===== config.mk =====
export PLATFORM = sky130hd
export DESIGN_NAME = imm_fmt_unit
export DESIGN_NICKNAME = d
export VERILOG_FILES = /design/src/rtl/imm_fmt_pkg.sv /design/src/rtl/imm_shift_ext.sv /design/src/rtl/imm_lane_gate.sv /design/src/rtl/lui_byte_merge.sv /design/src/rtl/imm_fmt_unit.sv
export SDC_FILE = /design/constraint.sdc
export NUM_CORES = 1
export LEC_CHECK = 0
export CORE_MARGIN = 8
export CORE_UTILIZATION = 50
export DETAILED_ROUTE_END_ITERATION = 6
export DONT_BUFFER_PORTS = 1
export PLACE_DENSITY = 0.68
export SETUP_SLACK_MARGIN = 0.1
export SLEW_MARGIN = 20
export SYNTH_ARGS = -nofsm -noshare
export SYNTH_HDL_FRONTEND = slang
export SYNTH_HIERARCHICAL = 1
export SYNTH_SLANG_ARGS = --single-unit

===== constraint.sdc =====
create_clock -name clk -period 1.2 [get_ports clk]
set_clock_uncertainty 0.1 [all_clocks]
set_input_delay 0.06 -clock clk [delete_from_list [all_inputs] [get_ports clk]]
set_output_delay 0.06 -clock clk [all_outputs]
set_load 0.005 [all_outputs]

===== src/rtl/imm_fmt_pkg.sv =====
package imm_fmt_pkg;
    localparam int NUM_DST = 3;

    typedef enum logic [1:0] {
        DST_A  = 2'd0,
        DST_B  = 2'd1,
        DST_PC = 2'd2
    } dst_idx_e;
endpackage


===== src/rtl/imm_shift_ext.sv =====
module imm_shift_ext #(
    parameter int FIELD_W = 11,
    parameter int DATA_W  = 16
) (
    input  logic [FIELD_W-1:0] field_i,
    input  logic               shift_i,
    input  logic               sext_i,
    output logic [DATA_W-1:0]  imm_o
);
    logic fill_bit;

    always_comb begin
        fill_bit = sext_i & field_i[FIELD_W-1];
        imm_o    = {DATA_W{fill_bit}};
        if (shift_i) begin
            imm_o[FIELD_W:0] = {field_i, 1'b0};
        end else begin
            imm_o[FIELD_W-1:0] = field_i;
        end
    end
endmodule


===== src/rtl/imm_lane_gate.sv =====
module imm_lane_gate #(
    parameter int DATA_W = 16
) (
    input  logic              en_i,
    input  logic [DATA_W-1:0] val_i,
    output logic [DATA_W-1:0] val_o,
    output logic              oe_o
);
    always_comb begin
        oe_o  = en_i;
        val_o = en_i ? val_i : '0;
    end
endmodule


===== src/rtl/lui_byte_merge.sv =====
module lui_byte_merge #(
    parameter int DATA_W = 16,
    parameter int BYTE_W = 8
) (
    input  logic [BYTE_W-1:0] instr_lo_i,
    input  logic [DATA_W-1:0] a_bus_i,
    output logic [DATA_W-1:0] merged_o
);
    localparam int KEEP_W = DATA_W - BYTE_W;

    always_comb begin
        merged_o = {instr_lo_i, a_bus_i[KEEP_W-1:0]};
    end
endmodule


===== src/rtl/imm_fmt_unit.sv =====
module imm_fmt_unit
    import imm_fmt_pkg::*;
#(
    parameter int DATA_W  = 16,
    parameter int FIELD_W = 11,
    parameter int BYTE_W  = 8
) (
    input  logic              clk,
    input  logic              rst_n,
    input  logic [DATA_W-1:0] instr_word,
    input  logic              shift_sel,
    input  logic              sext_sel,
    input  logic [2:0]        dst_en,
    input  logic              lui_en,
    input  logic [DATA_W-1:0] a_bus_in,
    output logic [DATA_W-1:0] a_imm_val,
    output logic              a_imm_oe,
    output logic [DATA_W-1:0] b_imm_val,
    output logic              b_imm_oe,
    output logic [DATA_W-1:0] pc_imm_val,
    output logic              pc_imm_oe,
    output logic [DATA_W-1:0] d_lui_val,
    output logic              d_lui_oe
);
    localparam int HI_W  = DATA_W - FIELD_W;
    localparam int HIS_W = DATA_W - FIELD_W - 1;

    typedef struct packed {
        logic [NUM_DST-1:0][DATA_W-1:0] imm_val;
        logic [NUM_DST-1:0]             imm_oe;
        logic [DATA_W-1:0]              lui_val;
        logic                           lui_oe;
    } out_state_t;

    out_state_t state_d, state_q;

    logic [DATA_W-1:0]              imm_fmt;
    logic [DATA_W-1:0]              lui_merged;
    logic [NUM_DST-1:0][DATA_W-1:0] lane_val;
    logic [NUM_DST-1:0]             lane_oe;

    imm_shift_ext #(.FIELD_W(FIELD_W), .DATA_W(DATA_W)) u_shift_ext (
        .field_i (instr_word[FIELD_W-1:0]),
        .shift_i (shift_sel),
        .sext_i  (sext_sel),
        .imm_o   (imm_fmt)
    );

    for (genvar g = 0; g < NUM_DST; g++) begin : g_lane
        imm_lane_gate #(.DATA_W(DATA_W)) u_gate (
            .en_i  (dst_en[g]),
            .val_i (imm_fmt),
            .val_o (lane_val[g]),
            .oe_o  (lane_oe[g])
        );

        // a lane without valid never carries a value
        a_r6_off_lane_zero: assert property (@(posedge clk) disable iff (!rst_n)
            !state_q.imm_oe[g] |-> state_q.imm_val[g] == '0);

        // valid flag follows the enable seen one edge earlier
        a_r9_oe_follows_en: assert property (@(posedge clk) disable iff (!rst_n)
            1'b1 |=> state_q.imm_oe[g] == $past(dst_en[g]));
    end

    lui_byte_merge #(.DATA_W(DATA_W), .BYTE_W(BYTE_W)) u_lui (
        .instr_lo_i (instr_word[BYTE_W-1:0]),
        .a_bus_i    (a_bus_in),
        .merged_o   (lui_merged)
    );

    always_comb begin
        state_d.imm_val = lane_val;
        state_d.imm_oe  = lane_oe;
        state_d.lui_oe  = lui_en;
        state_d.lui_val = lui_en ? lui_merged : '0;
    end

    always_ff @(posedge clk) begin
        if (!rst_n) begin
            state_q <= '0;
        end else begin
            state_q <= state_d;
        end
    end

    assign a_imm_val  = state_q.imm_val[DST_A];
    assign a_imm_oe   = state_q.imm_oe[DST_A];
    assign b_imm_val  = state_q.imm_val[DST_B];
    assign b_imm_oe   = state_q.imm_oe[DST_B];
    assign pc_imm_val = state_q.imm_val[DST_PC];
    assign pc_imm_oe  = state_q.imm_oe[DST_PC];
    assign d_lui_val  = state_q.lui_val;
    assign d_lui_oe   = state_q.lui_oe;

    a_r2_zext_upper_clear: assert property (@(posedge clk) disable iff (!rst_n)
        dst_en[0] && !shift_sel && !sext_sel |=> a_imm_val[DATA_W-1:FIELD_W] == '0);

    a_r3_sext_upper_copy: assert property (@(posedge clk) disable iff (!rst_n)
        dst_en[1] && !shift_sel && sext_sel
        |=> b_imm_val[DATA_W-1:FIELD_W] == {HI_W{$past(instr_word[FIELD_W-1])}});

    a_r4_shift_low_clear: assert property (@(posedge clk) disable iff (!rst_n)
        dst_en[2] && shift_sel |=> pc_imm_val[0] == 1'b0);

    a_r5_shift_sext_upper: assert property (@(posedge clk) disable iff (!rst_n)
        dst_en[2] && shift_sel && sext_sel
        |=> pc_imm_val[DATA_W-1:FIELD_W+1] == {HIS_W{$past(instr_word[FIELD_W-1])}});

    a_r7_lui_merge: assert property (@(posedge clk) disable iff (!rst_n)
        lui_en |=> d_lui_oe
                   && d_lui_val[DATA_W-1:DATA_W-BYTE_W] == $past(instr_word[BYTE_W-1:0])
                   && d_lui_val[DATA_W-BYTE_W-1:0] == $past(a_bus_in[DATA_W-BYTE_W-1:0]));

    a_r7_lui_off: assert property (@(posedge clk) disable iff (!rst_n)
        !lui_en |=> !d_lui_oe && d_lui_val == '0);
endmodule


* Word-level counts from Yosys, hierarchy flattened *
Cells that the tools add are included.

storage, ports and cells
  register bits after elaboration = 59
  word-level logic and storage cells = 13
  input bits = 40
  output and inout port bits = 68

operators by class
  reduce and logical (&&, ||, !) cells = 4
  muxes and demuxes = 2
  bitwise operators = 1

operators with widths
  cell                 count
  two-way mux 11 bit   1
  AND reduction 2 bit  4
  bitwise AND 1 bit    1
  two-way mux 1 bit    1

* Depth between registers and ports, before layout *
Gate-level depths: netlist (run 1).

  word-level depth = 2
  depth in mapped cells = 4
  depth with buffers taken out = 3

* By module *
Netlist (run 1), hierarchy kept.

by module, submodules not included
  module          area an instance (µm²)  sequential area each (µm²)  cells an instance  times used
  imm_fmt_unit    1845.5                  1361.3                      144                1
  imm_lane_gate   133.9                   0.0                         18                 3
  imm_shift_ext   206.4                   0.0                         18                 1
  lui_byte_merge  120.1                   0.0                         16                 1

* Worst setup path before layout (run 1) *
Ideal clock, no wire load.

  kind = input port to flip-flop
  start = input port shift_sel
  end = register state_q (netlist bit a_imm_val[1])
  arrival = 0.810 ns
  data required time = 0.985 ns
  path slack = 0.175 ns
  path buffers = 1
  stages on the path = 4
  library setup time = 0.115 ns
  path through = buf_6 > mux2_4 > and2_2 > and2_1

on the way
  word-level cells in the longest chain between the ends = 1

RTL lines
  element               line                 RTL
  start, declared       imm_fmt_unit.sv:11   input logic shift_sel,
  two-way mux 11 bit    imm_shift_ext.sv:15  if (shift_i) begin
  via imm_fmt[1]        imm_fmt_unit.sv:37   logic [DATA_W-1:0] imm_fmt;
  end signal, assigned  imm_fmt_unit.sv:83   state_q <= state_d;
  end, declared         imm_fmt_unit.sv:35   out_state_t state_d, state_q;

The timed path passes the listed nets, and every way through them passes these cells.
A chain may end at the register's enable or synchronous reset.

* Worst setup path after layout (run 1) *
  start = input port shift_sel
  end = register state_q (netlist bit a_imm_val[6])

on the way
  word-level cells in the longest chain between the ends = 1

RTL lines
  element             line
  two-way mux 11 bit  imm_shift_ext.sv:15

Every way passes these cells.

==> results of run 1 <==
## synthesized netlist by cell type (all sizes together)
cell type    n
and3        16
buf         35
o21a         1
and2b        1
dfxtp       68
and2       101
mux2        10
## power by group through the flow
stage	registers [mW]	logic (mW)	clock network, mW
after floorplan	2.44	0.287	0
after global placement	2.46	0.194	0
after detailed placement	2.46	0.200	0
after CTS	2.41	0.325	1.53
after global routing	2.41	0.351	1.63
final	2.40	0.315	1.49
## metal layers
metal	track usage, %	up-vias
met5	0	-
met4	7.03	0
met3	8.91	5
met2	24.1	66
met1	14.6	674
li1	-	699
## flip-flops by register name (all words and copies together) (netlist names)
signal	flops
a_imm_oe	1
pc_imm_val	16
b_imm_oe	1
a_imm_val	16
d_lui_oe	1
b_imm_val	16
d_lui_val	16
pc_imm_oe	1
## logic make-up after synthesis
logic type | count (synthesis) | synth area share [%]
AOI/OAI and AO/OA | 1 | 0.292
buffers and inverters | 35 | 10.7
DFF | 68 | 52.9
muxes | 10 | 5.54
and+or+nand+nor | 118 | 30.5
## timing repair
item	CTS	global route
endpoints found under the setup margin	0	12
resized for setup	0	3
hold endpoints to repair	68	47
## final cells by class
cell class | instances | area (sq um)
Tap cell | 70 | 87.6
Fill cell | 428 | 2210
Sequential cell | 68 | 1360
Timing Repair Buffer | 29 | 305
Multi-Input combinational cell | 129 | 937
Clock buffer | 12 | 145
## worst paths after layout
path / slack, ns / from / end / cells past startpoint
max: 0.1 / shift_sel / a_imm_val[6] / 4
min: -0.25 / rst_n / pc_imm_val[9] / 1
## per-stage QoR
| stage | hold slack [ns] | std cells | setup slack [ns] | instance area (sq um) | utilization [%] |
|---|---|---|---|---|---|
| 2_1_floorplan | 0.106 | 232 | 0.175 | 2570 | - |
| 3_3_place_gp | 0.0836 | 267 | 0.276 | 2380 | 47.3 |
| 3_5_place_dp | 0.0915 | 267 | 0.267 | 2380 | 47.3 |
| 4_1_cts | -0.0300 | 313 | 0.112 | 2880 | 57.1 |
| 5_1_grt | -0.256 | 308 | 0.0924 | 2840 | 56.3 |
| 6_report | -0.252 | 308 | 0.0967 | 2840 | 56.3 |
## worst max-delay path, delay by kind of cell
kind / cells / cell delay [ns]
buf+inv: 1 / 0.54
mux: 1 / 0.29
simple gates: 2 / 0.33
==> metrics.md, run 1 <==
| Metric | Value |
|---|---|
| Gate power share | 7.5% |
| RSZ-0062 raised after global routing | yes |
| Setup_tns | 0 ns |
| Drt total wl | 5320 um |
| Core box area | 5040 sq um |
| FF+latch count, synth | 68 |
| Residual DRC | 0 |
| Gr usage total | 14.8% |
| Commonest cells after routing, fill and taps aside | dfxtp_1 (68), and2_1 (64), and2_2 (37) |
| Hold Vio Cnt, Final | 44 |
| Max FO, Critical Path | 12 |
| Minimum clock period after layout | 1.10 ns |
| Status | finished, violations left |
| DIE WIDTH | 87.7 um |
| CTS Buf Count | 9 |
| Layout cell share with drive strength beyond 1 | 24.8% |
| Die area | 7700 sq um |
| Clock buffer depth | 2 |
| Period utilisation layout | 91.9% |
| Initial Utilization | 51.0% |
| Clock Pin Slew Worst Setup and Hold Paths | 0.06 ns |
| Root Buffer | clkbuf_8 |
| Synth top area share | 52.9% |
| Crit-path max cell delay | 0.54 ns |
| 1st-iter DRT viols | 54 |
| Most common cell after layout, fill and taps aside | dfxtp_1 |
| Tot Pwr | 4.21 mW |
| Measured slew at the worst slew-check pin | 0.458 ns |
| Area contributors post-synth | dfxtp_1 (53%), and2_1 (16%), and2_2 (11%) |
| Initial antenna violation count | 0 |
| CP Class | in -> reg |
| Setup violators final | 0 |
| Global-route wire length before repair | 8100 um |
| Slowest CP cell | dlygate4sd3_1 |
| Top layer in use | met4 |
| Leakage | 1.27 nW |
| Hold WC Path Type | in -> reg |
| Syn Nets | 272 |
| GRT overflow | 0 |
| Req. time, crit path | 1.33 ns |
| Seq/Total Area, Yosys | 52.9% |
| Mapped Area | 2570 sq um |
| Final hold slack | -0.252 ns |
| Vias/cell | 4.69 |
| Port bufs | 0 |
| DRT met1 WL | 2150 um |
| Nets | 277 |
| Postcts setup bufs | 0 |
| Largest net degree at the start of global routing | 59 |
| Synthesized area per cell | 11.1 sq um |
| Die Span Y | 87.7 um |
| Met2 Wirelength | 2460 um |
| # IOs | 108 |
| CP Cell Sequence | mux2_4 -> and2_2 -> dlygate4sd3_1 -> and2_1 |
| Cts hold-fix bufs | 34 |
| Routed wl met3 | 654 um |
| Detailed Routing Iterations Pass 1 | 3 |
| Pwr Density | 1480 nW/um^2 |
| CP arrival | 1.23 ns |
| Failing checks | hold timing |
| Diodes inserted | 0 |
| Post-DP HPWL | 3260 um |
| Maximum vdd ir drop | 0.787 mV |
| Clock sink total | 68 |
| Fmax achieved | 0.906 GHz |
| Vias | 1444 |
| Switching pwr | 0.889 mW |
| Htree depth | 3 |
| CP Capture Type | flop |
| Rel. slew slack | 69.5% |
| Ys Warns | 6 |
| Vias in the first global route | 1545 |
| Area growth syn-to-layout | 10.2% |
| Cell variety after synth | 11 |
| Startpoint Class | input port |
| Cell Int Power | 3.32 mW |
| DR WL/cell | 17.3 um |
| Cell taking the most area after synthesis | dfxtp_1 |
| Sw frac | 21.1% |
| Max-slew violation count | 0 |
| TritonCTS clock tree | yes |
| Max-cap violations | 0 |
| Gate Count Post-Synth | 232 |
| Clock power share | 35.4% |
| Routability congestion estimate | 0.653 |
| ANT nets after route | 0 |
| Row cnt | 26 |
| Sequential share of power | 57.1% |
(Power assumes the default switching activity.)
==> inputs of run 2 (changes only) <==
--- a/config.mk
+++ b/config.mk
@@ -14,5 +14,4 @@
 export SLEW_MARGIN = 20
 export SYNTH_ARGS = -nofsm -noshare
 export SYNTH_HDL_FRONTEND = slang
-export SYNTH_HIERARCHICAL = 1
 export SYNTH_SLANG_ARGS = --single-unit
==> metrics.md, run 2 <==
| Metric | Value |
|---|---|
| Gate Count Post-Synth | 150 (-35%) |
| Synthesized area per cell | 11.2 sq um (+1.4%) |
| Area contributors post-synth | dfxtp_1 (70%), nor2_1 (8.7%), and3_1 (5.9%) |
| Synth top area share | 70.0% (+17 points) |
| Tot Pwr | 4.21 mW (-0.11%) |
| Final hold slack | -0.227 ns (+0.0251 ns) |
| Post-synth top flop | dfxtp_1 |
| Seq/Total Area, Yosys | 70.0% (+17 points) |
| Cts hold-fix bufs | 28 (-18%) |
| Hold Vio Cnt, Final | 36 (-18%) |
| DR WL/cell | 18.7 um (+8.3%) |
| Vias/cell | 4.87 (+3.9%) |
| Drt total wl | 4190 um (-21%) |
| ANT nets after route | 0 (unchanged) |
| Max-cap violations | 0 (unchanged) |
| Setup_tns | 0 ns (unchanged) |
| Failing checks | hold timing |
| Global-route wire length before repair | 6130 um (-24%) |
| Register Area | 1180 sq um (-13%) |
| Non-Filler Instances | 224 (-27%) |
| Ys Warns | 0 (-6) |
| FF+latch count, synth | 59 (-13%) |
| Clock Pin Slew Worst Setup and Hold Paths | 0.10 ns (+0.04 ns) |
| Pwr Density | 1980 nW/um^2 (+33%) |
| Syn Nets | 190 (-30%) |
| Port bufs | 0 (unchanged) |
| Gate power share | 4.8% (-2.7 points) |
| Footprint of the multi-input gates | 389 sq um (-58%) |
| Startpoint Class | flop |
| Routability congestion estimate | 0.636 (-2.7%) |
| Initial antenna violation count | 0 (unchanged) |
| Largest net degree at the start of global routing | 15 (-75%) |
| 1st-iter DRT viols | 58 (+7.4%) |
| Setup ws final | 0.219 ns (+0.122 ns) |
| Status | finished, violations left |
| Hold path startpoint | shift_sel |
| Cell variety after synth | 14 (+3) |
| Mapped Area | 1690 sq um (-34%) |
| Max FO, Critical Path | 4 (-8) |
| Detailed Routing Iterations Pass 1 | 4 (+1) |
| Commonest cells post-synth | dfxtp_1 (59), nor2_1 (39), and3_1 (16) |
| Nets | 213 (-23%) |
| Leakage | 1.00 nW (-21%) |
| # IOs | 108 (unchanged) |
| Commonest cells after routing, fill and taps aside | dfxtp_1 (59), nor2_1 (39), dlygate4sd3_1 (27) |
| Vias | 1091 (-24%) |
| Die Span Y | 74.1 um (-16%) |
| Residual DRC | 0 (unchanged) |
| Root Buffer | clkbuf_4 |
| Maximum vdd ir drop | 0.798 mV (+1.4%) |
| Hold path cells | 2 (+1) |
| Layout cell share with drive strength beyond 1 | 10.1% (-15 points) |
| Cell Int Power | 3.37 mW (+1.4%) |
| Count leader, synth | dfxtp_1 |
| CP arrival | 0.82 ns (-0.41 ns) |
| Max-slew violation count | 0 (unchanged) |
| Minimum clock period after layout | 0.981 ns (-0.122 ns) |
| Gr usage total | 16.1% (+1.3 points) |
| Clock sink total | 59 (-13%) |
| Pre-CTS WS | 0.377 ns (+0.109 ns) |
| Initial Utilization | 51.4% (+0.31 points) |
| Rel. slew slack | 65.6% (-3.8 points) |
| Fmax achieved | 1.02 GHz (+12%) |
| Diodes inserted | 0 (unchanged) |
| CP Capture Type | output port |
| Req. time, crit path | 1.04 ns (-0.29 ns) |
| Post-layout util | 64.7% (+8.5 points) |
| Sw frac | 19.9% (-1.2 points) |
| Measured slew at the worst slew-check pin | 0.514 ns (+0.0564 ns) |
| Clock buffer depth | 2 (unchanged) |
| Sequential share of power | 49.8% (-7.3 points) |
| Post-DP HPWL | 2630 um (-19%) |
| CTS Buf Count | 9 (unchanged) |
| Row cnt | 21 (-19%) |
| Period utilisation layout | 81.8% (-10 points) |
| Dpl cells | 180 (-33%) |
| Area growth syn-to-layout | 26.0% |
| Worst hold path endpoint | b_imm_val[5] |
| TritonCTS clock tree | yes |
| Filler Cell Count | 272 (-36%) |
| Die area | 5490 sq um (-29%) |
| Clock power share | 45.4% (+10 points) |
| Most common cell after layout, fill and taps aside | dfxtp_1 |
| Number of flip-flops in the largest register | 16 |
| CP Class | reg -> out |
| Hold WC Path Type | in -> reg |
| RSZ-0062 raised after global routing | no |
| Switching pwr | 0.837 mW (-5.8%) |
| Htree depth | 3 (unchanged) |
| GRT overflow | 0 (unchanged) |
| Async set-reset flop share out of synthesis | 0% (unchanged) |
| Cell taking the most area after synthesis | dfxtp_1 |
| Vias in the first global route | 1134 (-27%) |
| Post-synth EDFFs | 0 (unchanged) |
| Setup violators final | 0 (unchanged) |
| Core box area | 3280 sq um (-35%) |
| DIE WIDTH | 74.1 um (-16%) |
[run 2: worst max-delay path by stage]
stage                  start       endpoint  slack, ns  cells after the start
2_1_floorplan          rst_n  b_imm_val[10]       0.47                      4
3_3_place_gp           rst_n   a_imm_val[0]       0.40                      2
3_5_place_dp           rst_n   a_imm_val[9]       0.38                      2
4_1_cts                rst_n  pc_imm_val[5]       0.11                      3
5_1_grt        a_imm_val[12]  a_imm_val[15]       0.13                      0
6_report       a_imm_val[12]  a_imm_val[12]       0.22                      0
[run 2: area by class of cell]
| class | instances | share of cell area (%) |
|---|---|---|
| clock inverters | 4 | 4.47 |
| inverters | 3 | 0.530 |
| well taps | 46 | 2.71 |
| flip-flops and latches | 59 | 55.6 |
| multi-input cells | 72 | 18.3 |
| repair buffers | 28 | 13.3 |
| clock buffers | 12 | 5.12 |
[run 2: metrics by stage]
stage                     hold slack, ns  cell area (sq um)
after floorplan                    0.106               1690
after global placement            0.0862               1630
after detailed placement          0.0868               1630
after CTS                         -0.247               2120
after global routing              -0.237               2130
final                             -0.227               2130
[run 2: cell families (layout without fill, tap and decap cells)]
| family | count (synthesis) | in the layout | share of synthesized area (%) |
|---|---|---|---|
| compound gates | 1 | 1 | 0.296 |
| buf+inv | 19 | 47 | 7.20 |
| flops | 59 | 59 | 70.0 |
| mux | 10 | 10 | 5.93 |
| simple gates | 61 | 61 | 16.5 |
[run 2: power by group through the flow]
stage	Clock [mW]	Combinational [mW]	Sequential (mW)
floorplan	0	0.123	2.12
global placement	0	0.104	2.14
detailed placement	0	0.110	2.14
CTS	1.93	0.196	2.10
global route	2.01	0.224	2.10
finish	1.91	0.200	2.09
[run 2: repair_timing]
action	in CTS	in global routing
setup buffers	0	0
gates resized for setup	0	2
hold endpoints to repair	58	36
setup endpoints to repair	0	26
[run 2: routing by layer]
metal	global-route usage, %	routed length (um)	up-vias
li1	-	-	509
met1	15.6	1470	504
met5	0	0	-
met3	9.03	467	13
met2	25.7	2130	65
met4	10.9	123	0
==> inputs of run 3 (changes only) <==
==> constraint.sdc (replaced) <==
create_clock -name clk -period 1 [get_ports clk]
set_clock_uncertainty 0.1 [all_clocks]
set_input_delay 0.05 -clock clk [delete_from_list [all_inputs] [get_ports clk]]
set_output_delay 0.05 -clock clk [all_outputs]
set_load 0.005 [all_outputs]
==> metrics.md, run 3 (synthesis results as in run 2) <==
| Metric | Value |
|---|---|
| Max-slew violation count | 0 (unchanged) |
| Clock power share | 41.6% (-3.8 points) |
| Critical Path Source | b_imm_val[12] |
| Switching pwr | 0.988 mW (+18%) |
| Commonest cells after routing, fill and taps aside | dfxtp_2 (56), nor2_1 (39), dlygate4sd3_1 (28) |
| Hold Vio Cnt, Final | 44 (+22%) |
| Rel. slew slack | 78.1% (+12 points) |
| Number of flip-flops in the largest register | 16 (unchanged) |
| Cts hold-fix bufs | 28 (unchanged) |
| Vias | 1091 (unchanged) |
| Measured slew at the worst slew-check pin | 0.328 ns (-0.187 ns) |
| Htree depth | 3 (unchanged) |
| Minimum clock period after layout | 0.924 ns |
| Core box area | 3280 sq um (unchanged) |
| Setup violators final | 0 (unchanged) |
| DIE WIDTH | 74.1 um (unchanged) |
| Die area | 5490 sq um (unchanged) |
| Postcts setup bufs | 0 (unchanged) |
| Status | finished, violations left |
| Die Span Y | 74.1 um (unchanged) |
| Clock buffer depth | 2 (unchanged) |
| Sw frac | 21.0% (+1.1 points) |
| Vias/cell | 4.85 (-0.44%) |
| # IOs | 108 (unchanged) |
| Row cnt | 21 (unchanged) |
| CP Capture Type | output port |
| CP arrival | 0.77 ns (-0.05 ns) |
| RSZ-0062 raised after global routing | yes |
| Non-Filler Instances | 225 (+0.45%) |
| Port bufs | 0 (unchanged) |
| Initial antenna violation count | 0 (unchanged) |
| Nets | 214 (+0.47%) |
| Dpl cells | 181 (+0.56%) |
| Sequential share of power | 53.6% (+3.8 points) |
| Pwr Density | 2170 nW/um^2 (+9.6%) |
| 1st-iter DRT viols | 55 (-5.2%) |
| Routability congestion estimate | 0.632 (-0.55%) |
| CTS Buf Count | 9 (unchanged) |
| Gate power share | 4.8% (about the same) |
| Area growth syn-to-layout | 28.9% |
| Gr usage total | 16.0% (-0.055 points) |
| DR WL/cell | 18.7 um (-0.23%) |
| Setup_tns | 0 ns (unchanged) |
| Hold path startpoint | rst_n |
| Period utilisation layout | 92.4% |
| Diodes inserted | 0 (unchanged) |
| Vias in the first global route | 1153 (+1.7%) |
| Detailed Routing Iterations Pass 1 | 4 (unchanged) |
| Maximum vdd ir drop | 1.11 mV (+39%) |
| Cell Int Power | 3.72 mW (+11%) |
| GRT overflow | 0 (unchanged) |
| Layout cell share with drive strength beyond 1 | 43.6% (+33 points) |
| Fmax achieved | 1.08 GHz |
| Worst path depth | 0 (unchanged) |
| Max FO, Critical Path | 4 (unchanged) |
| Initial Utilization | 51.4% (unchanged) |
| Failing checks | hold timing |
| Clock Pin Slew Worst Setup and Hold Paths | 0.09 ns (about the same) |
| Global-route wire length before repair | 6170 um (+0.55%) |
| TritonCTS clock tree | yes |
| Final hold slack | -0.281 ns (-0.0542 ns) |
| Leakage | 1.01 nW (+1.5%) |
| Residual DRC | 0 (unchanged) |
| Req. time, crit path | 0.85 ns (-0.19 ns) |
| Hold WC Path Type | in -> reg |
| Drt total wl | 4200 um (+0.21%) |
| Post-DP HPWL | 2650 um (+0.93%) |
| Largest net degree at the start of global routing | 21 (+6) |
| Root Buffer | clkbuf_4 |
| Startpoint Class | flop |
| CP Class | reg -> out |
| Max-cap violations | 0 (unchanged) |
| Crit path to | b_imm_val[12] |
| ANT nets after route | 0 (unchanged) |
| Clock sink total | 59 (unchanged) |
| Most common cell after layout, fill and taps aside | dfxtp_2 |
## run 3: cell types whose count changed in the layout (fill, tap and decap cells not counted)
cell and delta:
dfxtp_1 -59, clkinv_2 +2, buf_4 +1, clkbuf_8 -1, dfxtp_2 +56, bufinv_16 -1, nand2_2 +1, dlygate4sd3_1 +1
dfxtp_4 +3, nand2_4 -1, dlymetal6s4s_1 -1
## run 3: final cells by class
type	instances	area (sq um)
clock buffers	11	95.1
inverters	3	11.3
multi-input cells	72	384
fillers	258	1110
flip-flops and latches	59	1260
repair buffers	29	288
well taps	46	57.6
clock inverters	5	75.1
## run 3: power groups by stage
| stage | clock (mW) | sequential, mW | combinational (mW) |
|---|---|---|---|
| 3_5_place_dp | 0 | 2.57 | 0.135 |
| 3_3_place_gp | 0 | 2.57 | 0.127 |
| 6_report | 1.96 | 2.53 | 0.225 |
| 4_1_cts | 1.98 | 2.53 | 0.220 |
| 5_1_grt | 2.12 | 2.54 | 0.252 |
| 2_1_floorplan | 0 | 2.55 | 0.148 |
## run 3: worst min path at each step
stage	depth (start not counted)	end	slack, ns
floorplan	1	d_lui_val[10]	0.1
global placement	1	d_lui_oe	0.08
detailed placement	1	d_lui_oe	0.08
CTS	1	d_lui_val[8]	-0.31
global route	1	d_lui_val[11]	-0.31
finish	1	d_lui_val[9]	-0.28
## run 3: per-layer routing
layer  track usage [%]  up-vias  wire length [um]
met5                 0        -                 0
met4              11.1        0               102
met3              8.49       10               477
met2              26.2       62              2180
met1              15.2      507              1440
li1                  -      512                 -
## run 3: through the flow
| stage | power, mW | setup WS (ns) | hold slack, ns | util [%] | cell area (sq um) |
|---|---|---|---|---|---|
| after floorplan | 2.69 | 0.279 | 0.0959 | - | 1690 |
| after global placement | 2.70 | 0.384 | 0.0762 | 50.0 | 1640 |
| after detailed placement | 2.71 | 0.368 | 0.0764 | 50.0 | 1640 |
| after CTS | 4.73 | 0.0556 | -0.308 | 65.8 | 2160 |
| after global routing | 4.91 | 0.0311 | -0.312 | 66.2 | 2170 |
| final | 4.71 | 0.0760 | -0.281 | 66.2 | 2170 |
## run 3: what timing repair did
| item | in CTS | in global routing |
|---|---|---|
| pin swaps | 0 | 0 |
| endpoints found under the hold margin | 59 | 44 |
| gates resized for setup | 53 | 9 |
| setup endpoints to repair | 59 | 68 |
